==> config.mk <==
export PLATFORM = sky130hd
export DESIGN_NAME = stc_selftest
export DESIGN_NICKNAME = d
export VERILOG_FILES = /design/src/rtl/stc_pkg.sv /design/src/rtl/stc_prng.sv /design/src/rtl/stc_align.sv /design/src/rtl/stc_compare.sv /design/src/rtl/stc_selftest.sv
export SDC_FILE = /design/constraint.sdc
export NUM_CORES = 1
export LEC_CHECK = 0
export CAP_MARGIN = 0
export CORE_MARGIN = 8
export CORE_UTILIZATION = 60
export DETAILED_ROUTE_END_ITERATION = 10
export DONT_BUFFER_PORTS = 1
export GPL_ROUTABILITY_DRIVEN = 0
export GPL_TIMING_DRIVEN = 0
export PLACE_DENSITY = 0.76
export SLEW_MARGIN = 0
export SYNTH_ARGS = -nofsm -noshare
export SYNTH_HDL_FRONTEND = slang
export SYNTH_SLANG_ARGS = --single-unit
==> constraint.sdc <==
create_clock -name clk -period 3.81 [get_ports clk]
set_clock_uncertainty 0.15 [all_clocks]
set_input_delay 0.381 -clock clk [delete_from_list [all_inputs] [get_ports clk]]
set_output_delay 0.381 -clock clk [all_outputs]
set_load 0.1 [all_outputs]
==> src/rtl/stc_pkg.sv <==
package stc_pkg;

    typedef logic [31:0] fp32_t;

    typedef enum logic [1:0] {
        ST_IDLE = 2'd0,
        ST_RUN  = 2'd1,
        ST_DONE = 2'd2
    } stc_state_e;

    // Four-word generator state of the twisted-feedback generator
    typedef struct packed {
        logic [31:0] w0;
        logic [31:0] w1;
        logic [31:0] w2;
        logic [31:0] w3;
    } prng_state_t;

    localparam logic [31:0] PRNG_MAT1 = 32'h8f70_11ee;
    localparam logic [31:0] PRNG_MAT2 = 32'hfc78_ff1f;
    localparam logic [31:0] PRNG_TMAT = 32'h3793_fdff;
    localparam logic [31:0] LANE_SPREAD = 32'h9e37_79b9;
    localparam int unsigned INJECT_BIT = 30;

    function automatic prng_state_t prng_seed(input logic [31:0] seed);
        prng_state_t s;
        s.w0 = seed;
        s.w1 = PRNG_MAT1;
        s.w2 = PRNG_MAT2;
        s.w3 = PRNG_TMAT;
        return s;
    endfunction

    function automatic prng_state_t prng_next(input prng_state_t s);
        prng_state_t n;
        logic [31:0] x;
        logic [31:0] y;
        y = s.w3;
        x = (s.w0 & 32'h7fff_ffff) ^ s.w1 ^ s.w2;
        x = x ^ (x << 1);
        y = y ^ (y >> 1) ^ x;
        n.w0 = s.w1;
        n.w1 = s.w2;
        n.w2 = x ^ (y << 10);
        n.w3 = y;
        if (y[0]) begin
            n.w1 = n.w1 ^ PRNG_MAT1;
            n.w2 = n.w2 ^ PRNG_MAT2;
        end
        return n;
    endfunction

    function automatic fp32_t prng_temper(input prng_state_t s);
        logic [31:0] t0;
        logic [31:0] t1;
        t1 = s.w0 + (s.w2 >> 8);
        t0 = s.w3 ^ t1;
        if (t1[0]) t0 = t0 ^ PRNG_TMAT;
        return t0;
    endfunction

    function automatic logic fp_is_nan(input fp32_t v);
        return (&v[30:23]) && (|v[22:0]);
    endfunction

    function automatic logic fp_results_match(input fp32_t a, input fp32_t b);
        if (fp_is_nan(a) && fp_is_nan(b)) return 1'b1;
        return a == b;
    endfunction

endpackage

==> src/rtl/stc_prng.sv <==
module stc_prng
    import stc_pkg::*;
#(
    parameter logic [31:0] SEED = 32'h1234_5678
) (
    input  logic  clk,
    input  logic  rst,
    input  logic  advance,
    output fp32_t value
);

    prng_state_t st_q;

    always_ff @(posedge clk) begin
        if (rst) begin
            st_q <= prng_seed(SEED);
        end else if (advance) begin
            st_q <= prng_next(st_q);
        end
    end

    assign value = prng_temper(st_q);

endmodule

==> src/rtl/stc_align.sv <==
module stc_align #(
    parameter int unsigned DEPTH = 4
) (
    input  logic clk,
    input  logic rst,
    input  logic issue,
    output logic due,
    output logic busy
);

    logic [DEPTH-1:0] vld_q;

    generate
        if (DEPTH == 1) begin : g_single
            always_ff @(posedge clk) begin
                if (rst) vld_q <= '0;
                else     vld_q <= issue;
            end
        end else begin : g_chain
            always_ff @(posedge clk) begin
                if (rst) vld_q <= '0;
                else     vld_q <= {vld_q[DEPTH-2:0], issue};
            end
        end
    endgenerate

    assign due  = vld_q[DEPTH-1];
    assign busy = |vld_q;

endmodule

==> src/rtl/stc_compare.sv <==
module stc_compare
    import stc_pkg::*;
(
    input  logic  clk,
    input  logic  rst,
    input  logic  cmp_en,
    input  logic  inject,
    input  fp32_t uut_res,
    input  fp32_t ref_res,
    output logic  fail_q
);

    fp32_t uut_eff;
    logic  mismatch;

    always_comb begin
        uut_eff = uut_res;
        if (inject) uut_eff[INJECT_BIT] = ~uut_res[INJECT_BIT];
        mismatch = cmp_en && !fp_results_match(uut_eff, ref_res);
    end

    always_ff @(posedge clk) begin
        if (rst)           fail_q <= 1'b0;
        else if (mismatch) fail_q <= 1'b1;
    end

endmodule

==> src/rtl/stc_selftest.sv <==
module stc_selftest
    import stc_pkg::*;
#(
    parameter longint unsigned NUM_VECTORS = 64'd4294967296,
    parameter int unsigned     LATENCY     = 4,
    parameter logic [31:0]     SEED        = 32'h1234_5678
) (
    input  logic        clk,
    input  logic        rst,
    input  logic        start,
    input  logic        inject_err,
    output logic        op_valid,
    output logic [31:0] op_a,
    output logic [31:0] op_b,
    input  logic [31:0] uut_res,
    input  logic [31:0] ref_res,
    output logic        test_running,
    output logic        test_done,
    output logic        test_pass,
    output logic        test_fail
);

    localparam int unsigned CNT_W   = $clog2(NUM_VECTORS + 1);
    localparam int unsigned N_LANES = 2;
    localparam logic [CNT_W-1:0] LAST_CNT = CNT_W'(NUM_VECTORS);

    stc_state_e       state_q;
    logic             start_q;
    logic [CNT_W-1:0] issued_q;
    logic             issue;
    logic             cmp_due;
    logic             pipe_busy;
    logic             fail_q;
    fp32_t            lane_val [N_LANES];

    assign issue = (state_q == ST_RUN) && (issued_q != LAST_CNT);

    always_ff @(posedge clk) begin
        if (rst) begin
            state_q  <= ST_IDLE;
            start_q  <= 1'b0;
            issued_q <= '0;
        end else begin
            start_q <= start;
            case (state_q)
                ST_IDLE: begin
                    if (start && !start_q) begin
                        state_q  <= ST_RUN;
                        issued_q <= '0;
                    end
                end
                ST_RUN: begin
                    if (issue) issued_q <= issued_q + 1'b1;
                    if (!issue && !pipe_busy) state_q <= ST_DONE;
                end
                default: state_q <= ST_DONE;
            endcase
        end
    end

    generate
        for (genvar g = 0; g < N_LANES; g++) begin : g_lane
            stc_prng #(
                .SEED(SEED ^ (LANE_SPREAD * 32'(g)))
            ) u_prng (
                .clk    (clk),
                .rst    (rst),
                .advance(issue),
                .value  (lane_val[g])
            );
        end
    endgenerate

    stc_align #(
        .DEPTH(LATENCY)
    ) u_align (
        .clk  (clk),
        .rst  (rst),
        .issue(issue),
        .due  (cmp_due),
        .busy (pipe_busy)
    );

    stc_compare u_cmp (
        .clk    (clk),
        .rst    (rst),
        .cmp_en (cmp_due),
        .inject (inject_err),
        .uut_res(uut_res),
        .ref_res(ref_res),
        .fail_q (fail_q)
    );

    assign op_valid     = issue;
    assign op_a         = lane_val[0];
    assign op_b         = lane_val[1];
    assign test_running = (state_q == ST_RUN);
    assign test_done    = (state_q == ST_DONE);
    assign test_fail    = fail_q;
    assign test_pass    = (state_q == ST_DONE) && !fail_q;

endmodule

==> Word level (Yosys, flattened, before mapping) <==
Cells that the tools add are included.
{ "word_totals": {"reg_bits": 297, "latchBits": 0, "mem_bits_rw": 0, "mem_bits_ro": 0, "input_bits": 68, "output_inout_bits": 69, "word_cells": 80, "memories": 0} }
{ "classes": {"add_sub_neg": 3, "n_mul": 0, "div_mod_pow": 0, "n_lt_le_gt_ge": 0, "eq_ne": 7, "shift": 0, "muxes": 14, "bitwise_logic": 21, "n_reduce_logical": 22} }
{ "ops": {"columns": ["cell", "count"], "rows": [
  ["$xor A32 B32 Y32", 10],
  ["$mux W64", 2],
  ["$mux W33", 2],
  ["$pmux W33 S2", 1],
  ["$add A32 B24 Y32", 2],
  ["$xor A31 B32 Y32", 2],
  ["$xor A32 B31 Y32", 2],
  ["$mux W30", 2],
  ["$not A24 Y24", 2],
  ["$not A23 Y23", 2],
  ["$reduce_or A23 Y1", 2],
  ["$add A33 B1 Y33 const B", 1],
  ["$ne A33 B33 Y1 const B", 1],
  ["$eq A32 B32 Y1", 1],
  ["$not A16 Y16", 2],
  ["$reduce_and A8 Y1", 2],
  ["$logic_and A1 B1 Y1", 8],
  ["$logic_not A1 Y1", 5],
  ["$mux W1", 4],
  ["$mux W2", 2],
  ["$ne A2 B1 Y1 const B", 2],
  ["$pmux W2 S2", 1],
  ["$reduce_or A4 Y1", 1],
  ["$reduce_and A3 Y1", 1],
  ["other kinds (7)", 7]
]} }

==> Logic depth before layout (Yosys ltp) <==
Gate-level depths: netlist of run 1.
{ "logic_depth": {"depth_word": 9, "ltp_mapped": 12, "ltp_nobuf": 10} }

==> Hierarchy <==
Synthesis of run 1 repeated with hierarchy kept, for this count alone.
{ "unflattened": {"hier_cells": 2239, "hier_area_um2": 19578.8} }
{ "modules_own_cells": {"columns": ["mod", "n_inst", "cells_each", "area_per_inst_um2", "seq_area_each_um2"], "rows": [
  ["stc_prng (g_lane[1].u_prng)", 1, 964, 8608.3, 2562.5],
  ["stc_prng (g_lane[0].u_prng)", 1, 969, 8518.2, 2562.5],
  ["stc_selftest", 1, 225, 1799.2, 720.7],
  ["stc_compare", 1, 72, 540.5, 20.0],
  ["stc_align", 1, 9, 112.6, 80.1]
]} }

==> Worst setup path after synthesis of run 1 <==
Ideal clock, no wire load.
{ "synth_timing": {"path_kind": "register -> output", "from": "reg g_lane[1].u_prng.st_q[41] (netlist bit)", "to": "out op_b[21]", "t_arrival_ps": 3856, "required_time_ps": 3279, "slack_ps": -577, "path_stages_with_launch": 9, "path_buffers": 0, "cell_sequence": "dfxtp_1 ha_1 a211oi_1 o21bai_1 o2111ai_1 a31oi_1 a21boi_0 nor4_1 nor3_1"} }
{ "synth_between": {"elab_chain_len": 3} }
{ "synth_rtl": {"columns": ["element", "line_no", "source"], "rows": [
  ["start, declared", "stc_prng.sv:12", "prng_state_t st_q;"],
  ["start signal, assigned", "stc_prng.sv:16", "st_q <= prng_seed(SEED);"],
  ["start signal, assigned", "stc_prng.sv:18", "st_q <= prng_next(st_q);"],
  ["$add A32 B24 Y32", "stc_pkg.sv:56", "t1 = s.w0 + (s.w2 >> 8);"],
  ["$xor A32 B32 Y32", "stc_pkg.sv:57", "t0 = s.w3 ^ t1;"],
  ["$mux W30", "stc_pkg.sv:58", "if (t1[0]) t0 = t0 ^ PRNG_TMAT;"],
  ["end, declared", "stc_selftest.sv:14", "output logic [31:0] op_b,"]
]} }
Every way passes these cells.

==> Worst setup path in the final report of run 1 <==
{ "layout_timing": {"from": "reg g_lane[0].u_prng.st_q[46] (netlist bit)", "to": "out op_a[31]"} }
{ "layout_between": {"elab_chain_len": 2} }
{ "layout_rtl": {"columns": ["element", "line_no", "source"], "rows": [
  ["start, declared", "stc_prng.sv:12", null],
  ["start signal, assigned", "stc_prng.sv:16", null],
  ["start signal, assigned", "stc_prng.sv:18", null],
  ["$add A32 B24 Y32", "stc_pkg.sv:56", null],
  ["$xor A32 B32 Y32", "stc_pkg.sv:57", null],
  ["end, declared", "stc_selftest.sv:13", "output logic [31:0] op_a,"]
]} }
Every way passes these cells.

==> metrics.txt, run 1 <==
Critical Path End Type output port; period utilisation layout 1.01; Slew @ Worst Pin 1.29 ns; total number of vias 17000; CORE AREA approximately 31000 µm²; Rel. slew slack 0.139; overall die area 37400 µm²; Multi-input gate area 14200 µm²; first-pass GRT wire length a little under 100 mm; Antenna Nets Post-Route 0; H-tree depth 2; critical path startpoint category flop; asr flop ratio synth 0; DR vias/cell 6.23; port bufs 0; Die W between 150 and 200 µm; Slew Limit Fails 0; top-area cell type share of the netlist area 0.315; row count 65; Crit Path Class flop to output port; Final WS setup -0.0550 ns; final wirelength 62.1 mm; Initial Utilization 0.604; Routed WL per cell between 20 and 25 µm; Synth area leader dfxtp_1; Max Fclk 0.259 GHz; register area about 6000 µm²; I/O pin count 137; gate count after technology mapping 2234; top_reg_cell synth dfxtp_1; Syn-to-layout area delta 20.7%; Worst Path Arrival 3.33 ns; most common cell after layout, fill and taps aside xnor2_1; share of layout cells above drive strength 1 0.154; clock period minus worst slack 3.87 ns; sequential area share after synthesis 0.315; # diodes 0; worst hold path class input port to flop; drt drc 0; CTS sink cnt just under 300; grt ovf 0; Die Ht about 190 µm; largest net degree at the start of global routing 15; vias in the first global route 17100; largest cells by area after synthesis dfxtp_1 (32%), xnor2_1 (20%), xor2_1 (9.7%), nand2_1 (5.1%), a21oi_1 (4.2%); Clock transition at path regs 0.06 ns; Fill cells approximately 2300; initial antenna violation count 0; GRT Overall Usage 0.320; Cells after DPL 2638; CTS tree yes; Worst EP required 3.28 ns; Mean Syn Cell Area 8.44 µm²; Crit Path Max Fanout 5; final cell count without fillers 2722; Final Hold Viols 0; CTS max path bufs 3; Clk Latency, worst-skew pair 0.52 ns; NumNets Final 2415; Syn Nets ~2400; failing checks setup timing; CTS Buf Count 34; Post-DP HPWL between 40 and 50 mm; RSZ-0062 raised after global routing yes; root buf cell clkbuf_16; number of synthesized flops with an enable pin 0; outcome finished with violations; Setup-failing EPs final 7; most frequent cells in the layout xnor2_1 (372), dfxtp_1 (263), nand2_1 (257), xor2_1 (208), nor2_1 (153); Post-Synthesis Cell Area 18900 µm²; warnings from Yosys 0; flops & latches, synth 297; Synth cell types 62; post-place setup slack -0.894 ns; drt initial violations between 1500 and 2000; max cap viols 0; first drt pass iteration count 6
state kept, by name, indices dropped and copies added, names as in the netlist:
signal,count
start_q,1
g_lane.u_prng.st_q,256
state_q,2
u_align.vld_q,4
u_cmp.fail_q,1
issued_q,33
metal layers:
layer	up-vias	GRT usage	part of all wire
li1	7726	-	-
met1	8223	0.397	0.40
met2	823	0.542	0.47
met3	192	0.0507	0.083
met4	0	0.146	0.047
met5	-	0	0
cell families (layout without fill, tap and decap cells):
logic type | after synthesis | in the layout | synth area share
AO/OA/AOI/OAI | 414 | 414 | 0.138
XOR/XNOR | 642 | 642 | 0.303
flip-flops | 297 | 297 | 0.315
buffers and inverters | 133 | 219 | 0.0297
adder cells (fa/ha/maj) | 52 | 52 | 0.0353
AND/OR/NAND/NOR | 696 | 696 | 0.179
through the flow:
step	setup TNS (ns)	instance area [µm²]	hold WS, ns	utilization
detailed placement	-19.59	19800	0.315	0.635
finish	-0.279	22800	0.0288	0.729
floorplan	0	19100	0.288	-
global placement	-33.78	19600	0.306	0.628
CTS	-0.0101	22500	0.0241	0.719
global route	-1.38	22800	0.0447	0.729
what timing repair did:
item                                   CTS  global route
setup endpoints to repair               96            35
gates resized for setup                208            51
hold buffers                             1             0
cloned                                   0             0
pin swaps                               46            48
endpoints found under the hold margin    1             0
setup buffers                           16            12
worst paths after layout:
path                               endpoint  slack, ns                 startpoint  depth (start not counted)
setup reg to reg  g_lane[1].u_prng.st_q[57]       0.23                 state_q[0]                          7
hold reg to reg            u_align.vld_q[3]       0.32           u_align.vld_q[2]                          1
hold / removal                 u_cmp.fail_q       0.03                ref_res[30]                          4
setup / recovery                   op_a[31]      -0.06  g_lane[0].u_prng.st_q[46]                         10
Yosys cell counts, types with 9 or more instances:
cell type and number:
a211o_1 53, a211oi_1 23, a21o_1 16, a21oi_1 157
a31oi_1 9, and2_1 10, and3_1 13, buf_2 30
clkbuf_1 72, dfxtp_1 297, ha_1 50, inv_1 21
nand2_1 258, nand2b_1 17, nand3_1 29, nand3b_1 28
nand4_1 26, nor2_1 154, nor2b_1 11, nor3_1 63
nor4_1 24, o21ai_0 93, o21bai_1 12, or3b_2 35
xnor2_1 426, xor2_1 208
final cells by class:
type                            instances  area share
Timing Repair Buffer                   31      0.0118
Sequential cell                       297       0.264
Buffer                                105      0.0212
Tap cell                              402      0.0221
Inverter                               22     0.00363
Multi-Input combinational cell       1804       0.622
Clock inverter                         18      0.0134
Clock buffer                           43      0.0415
worst max-delay path: stages (launching register included):
cell and delay (ns):
dfxtp_4 0.36, ha_4 0.27, a2111oi_2 0.40, o21ai_2 0.14, a31oi_2 0.20, buf_4 0.18, a2111oi_4 0.11, o31ai_4 0.29
buf_6 0.16, a21oi_2 0.09, xnor2_4 0.61
Power of run 1 is left out: the tool's default activity adds up to more than one toggle a clock period on the data nets, which glitch-free logic cannot reach.
==> run 2, diff against run 1 <==
- SETUP_SLACK_MARGIN: default -> 0.05
==> run 2 against run 1 <==
The flow still finishes with violations (setup timing). First-iteration DRC count grew 6.9%. Global-route usage shrank 0.23 points. Register-to-register slack gained 0.16 ns. Maximum frequency shrank 0.34%. Die area is the same. Cell area shrank 0.40%. Critical path depth grew 1. Utilization shrank 0.29 points. Non-clock buffer count grew 17. Sequential cell count is the same.
==> metrics.txt, run 2 (synthesis gave the netlist of run 1 again) <==
outcome finished with violations; failing checks setup timing; Routed WL per cell 23.0 µm; Multi-input gate area 14300 µm²; Worst Path Arrival ~3.4 ns; first-pass GRT wire length 95.8 mm; most common cell after layout, fill and taps aside xnor2_1; max cap viols 0; # diodes 0; CTS tree yes; max reg flops 256; Rel. slew slack 0.131; CTS max path bufs 3; critical path startpoint category flop; Final Hold Viols 0; vias in the first global route 17000; Biggest register g_lane.u_prng.st_q; final wirelength 62.8 mm; final cell count without fillers 2728; largest net degree at the start of global routing 15; Slew @ Worst Pin 1.30 ns; Initial Utilization 0.604; Clk Latency, worst-skew pair 0.56 ns; Worst EP required 3.28 ns; Critical path origin g_lane[0].u_prng.st_q[40]; register area 6050 µm²; Crit Path Max Fanout 4; worst hold path class input port to flop; Finished Core Util 0.726; CTS Buf Count 30; DR vias/cell approximately 6.3; Final WS setup -0.0682 ns; HP Start uut_res[30]; H-tree depth 1; Fill cells 2293; GRT Overall Usage 0.318; RSZ-0062 raised after global routing yes; NumNets Final 2428; total number of vias 17200; Top Registers g_lane.u_prng.st_q (256), issued_q (33), u_align.vld_q (4); root buf cell clkbuf_16; Slew Limit Fails 0; period utilisation layout 1.02; CTS sink cnt 297; Post-DP HPWL 44.3 mm; most frequent cells in the layout xnor2_1 (372), nand2_1 (257), dfxtp_1 (253), xor2_1 (208), nor2_1 (152); Setup-failing EPs final 4; Antenna Nets Post-Route 0; Die Ht 193 µm; overall die area 37400 µm²; clock period minus worst slack roughly 3.9 ns; worst r2r src state_q[0]; initial antenna violation count 1; first drt pass iteration count 6; CORE AREA 31200 µm²; placed cell area 19800 µm²; drt drc 0; Crit Path Class flop to output port; grt ovf 0; row count 65; drt initial violations 1710; final instance area ~23000 µm²; share of layout cells above drive strength 1 0.163; Max Fclk 0.258 GHz; Syn-to-layout area delta 20.2%; Critical Path End Type output port; Cells after DPL 2638; Die W 193 µm; Clock transition at path regs approximately 0.060 ns; I/O pin count 137; post-place setup slack -0.826 ns; port bufs 0
-- run 2: cell types whose count changed in the layout (fill, tap and decap cells not counted), moves of 4 or more --
cell       before  now
clkbuf_16      35   31
bufinv_16       8    0
dfxtp_1       263  253
ha_1           30   26
a21oi_4         5    9
dfxtp_4        12   21
buf_4          33   49
clkinv_2        5    1
clkbuf_1       68   76
-- run 2: layout make-up --
| class | instances | share of cell area |
|---|---|---|
| Sequential cell | 297 | 0.267 |
| Multi-Input combinational cell | 1804 | 0.629 |
| Clock inverter | 1 | 0.000221 |
| Tap cell | 402 | 0.0222 |
| Clock buffer | 49 | 0.0398 |
| Inverter | 22 | 0.00364 |
| Timing Repair Buffer | 48 | 0.0172 |
| Buffer | 105 | 0.0209 |
-- run 2: critical path: stages (launching register included) --
cell and delay, ns:
dfxtp_4 0.37, ha_4 0.15, inv_2 0.04, fa_2 0.33, nand2b_4 0.16, a21oi_4 0.19
o2111ai_4 0.21, a2111oi_4 0.47, o211ai_1 0.13, buf_4 0.19, a21boi_4 0.19, xnor2_4 0.32
-- run 2: worst paths after layout --
path,depth (start not counted),end,slack (ns)
worst max register to register,8,g_lane[0].u_prng.st_q[75],0.39
worst min register to register,1,u_align.vld_q[2],0.32
worst min-delay path,4,u_cmp.fail_q,0.02
worst max-delay path,11,op_a[28],-0.07
-- run 2: timing repair --
| action | CTS | global route |
|---|---|---|
| setup buffers | 27 | 17 |
| setup endpoints to repair | 104 | 39 |
| hold buffers | 2 | 0 |
| pin swaps | 60 | 63 |
| endpoints found under the hold margin | 3 | 0 |
| gates resized for setup | 242 | 60 |
| gates cloned | 0 | 0 |
-- run 2: routing by layer --
metal | global-route usage | vias to the layer above | wire length (µm)
li1 | - | 7740 | -
met2 | 0.537 | 921 | 29800
met4 | 0.150 | 2 | 2780
met5 | 0 | - | 13
met1 | 0.393 | 8321 | 24600
met3 | 0.0495 | 204 | 5570
-- run 2: stage by stage --
step / TNS [ns] / hold WS [ns]
floorplan: 0 / 0.288
CTS: -0.145 / 0.00915
global placement: -32.58 / 0.299
finish: -0.206 / 0.0171
global route: -1.22 / 0.0823
detailed placement: -17.97 / 0.312
Power of run 2 is left out for the same reason.
==> run 3, diff against run 2 <==
- clock period: 3.81 -> 4.75 ns (I/O delays scaled with it)
==> run 3 against run 2 <==
The flow now finishes without violations. Worst setup slack improved by 0.15 ns. Die area unchanged. Sequential share of layout area increased by 1.2 points. Final cell count decreased by 1.1%. Register-to-register slack improved by 0.71 ns. Critical path type unchanged.
==> metrics.txt, run 3 (synthesis gave the netlist of run 1 again) <==
outcome completed; drt drc 0; first drt pass iteration count 5; Die Ht between 150 and 200 µm; Worst Path Arrival 4.04 ns; Top Registers g_lane.u_prng.st_q (256), issued_q (33), u_align.vld_q (4); drt initial violations 1473; Post-DP HPWL between 40 and 50 mm; CTS tree yes; CORE AREA 31200 µm²; max reg flops 256; # diodes 0; Antenna Nets Post-Route 0; total number of vias 16700; root buf cell clkbuf_16; Hold WS a little under 0.07 ns; cells along the critical path ha_1 > a211oi_1 > o21bai_1 > o2111ai_1 > a31oi_1 > a31oi_4 > a311oi_1 > xnor2_4; Routed WL per cell 21.8 µm; period utilisation layout 0.982; max cap viols 0; reg2reg setup slack 1.10 ns; Clk Latency, worst-skew pair 0.58 ns; most frequent cells in the layout xnor2_1 (372), dfxtp_1 (296), nand2_1 (258), xor2_1 (208), a21oi_1 (155); grt ovf 0; worst hold stages 3; CTS max path bufs 3; row count 65; RSZ-0062 raised after global routing yes; final wirelength 58.8 mm; vias in the first global route 16100; worst hold path class input port to flop; Crit Path Class flop to output port; most common cell after layout, fill and taps aside xnor2_1; largest net degree at the start of global routing 16; HP Start start; NumNets Final 2395; initial antenna violation count 0; DR vias/cell 6.19; GRT Overall Usage 0.298; TNS Setup 0 ns; H-tree depth 1; Worst EP required between 4 and 5 ns; Die W slightly below 200 µm; Slew @ Worst Pin 1.30 ns; Clock transition at path regs 0.06 ns; slowest CP cell a311oi_1; max incr delay on CP 0.64 ns; clock period minus worst slack 4.66 ns; Final Hold Viols 0; Rel. slew slack 0.128; CTS Buf Count 31; Hold EP state_q[0]; critical path startpoint category flop; overall die area 37400 µm²; Setup-failing EPs final 0; Crit Path Max Fanout 6; Slew Limit Fails 0; RR Endpoint g_lane[0].u_prng.st_q[124]; Initial Utilization 0.604; r2r worst-path depth 11; Max Fclk 0.214 GHz; Syn-to-layout area delta 13.0%; share of layout cells above drive strength 1 0.0941; Biggest register g_lane.u_prng.st_q; port bufs 0; I/O pin count 137; CTS sink cnt 297; worst r2r src issued_q[0]; first-pass GRT wire length approximately 90 mm; Critical Path End Type output port
[run 3: cell types whose count changed in the layout (fill, tap and decap cells not counted), moves of 16 or more]
cell / change
dfxtp_4: -21
dfxtp_2: -22
dfxtp_1: +43
xnor2_2: +21
ha_1: +24
xnor2_4: -21
buf_4: -41
a21oi_1: +16
[run 3: worst max path at each step]
stage | startpoint | end | slack, ns | cells after the start
after floorplan | g_lane[1].u_prng.st_q[41] | op_b[21] | 0.27 | 8
after global placement | state_q[0] | op_valid | -0.58 | 6
after detailed placement | g_lane[0].u_prng.st_q[46] | op_a[31] | 0.07 | 8
after CTS | g_lane[0].u_prng.st_q[40] | op_a[16] | 0.0006 | 10
after global routing | g_lane[1].u_prng.st_q[40] | op_b[29] | 0.03 | 8
final | g_lane[1].u_prng.st_q[40] | op_b[29] | 0.09 | 8
[run 3: timing repair]
| action | 4_1_cts | 5_1_grt |
|---|---|---|
| endpoints found under the setup margin | 33 | 26 |
| hold endpoints to repair | 1 | 0 |
| hold buffers | 1 | 0 |
| buffers inserted | 0 | 2 |
| pin swaps | 2 | 9 |
| gates resized for setup | 40 | 18 |
[run 3: routing by layer]
layer  track usage  share of wire
met5             0              0
met4         0.142          0.046
met3        0.0529          0.083
met2         0.502           0.47
met1         0.365           0.40
[run 3: layout make-up]
cell class | instances | area (µm²)
plain buffers | 111 | 479
clock buffers | 44 | 865
clock inverters | 10 | 135
fillers | 2426 | 9920
inverters | 22 | 82.6
multi-input cells | 1804 | 13200
flip-flops and latches | 297 | 5950
well taps | 402 | 503
repair buffers | 8 | 103
[run 3: worst max-delay path: cells and delay by family (launching register included)]
kind | cells | cell delay (ns)
compound gates | 6 | 2.25
xor+xnor | 1 | 0.37
fa+ha+maj | 1 | 0.32
flops | 1 | 0.50
[run 3: per-stage QoR]
step	instances	setup WS [ns]	instance area, µm²	utilization
finish	2698	0.0853	21300	0.682
global route	2698	0.0324	21300	0.682
CTS	2696	0.000620	21200	0.680
detailed placement	2641	0.0711	19900	0.636
global placement	2636	-0.578	19400	0.620
floorplan	2234	0.269	18900	-
Power of run 3 is left out for the same reason.
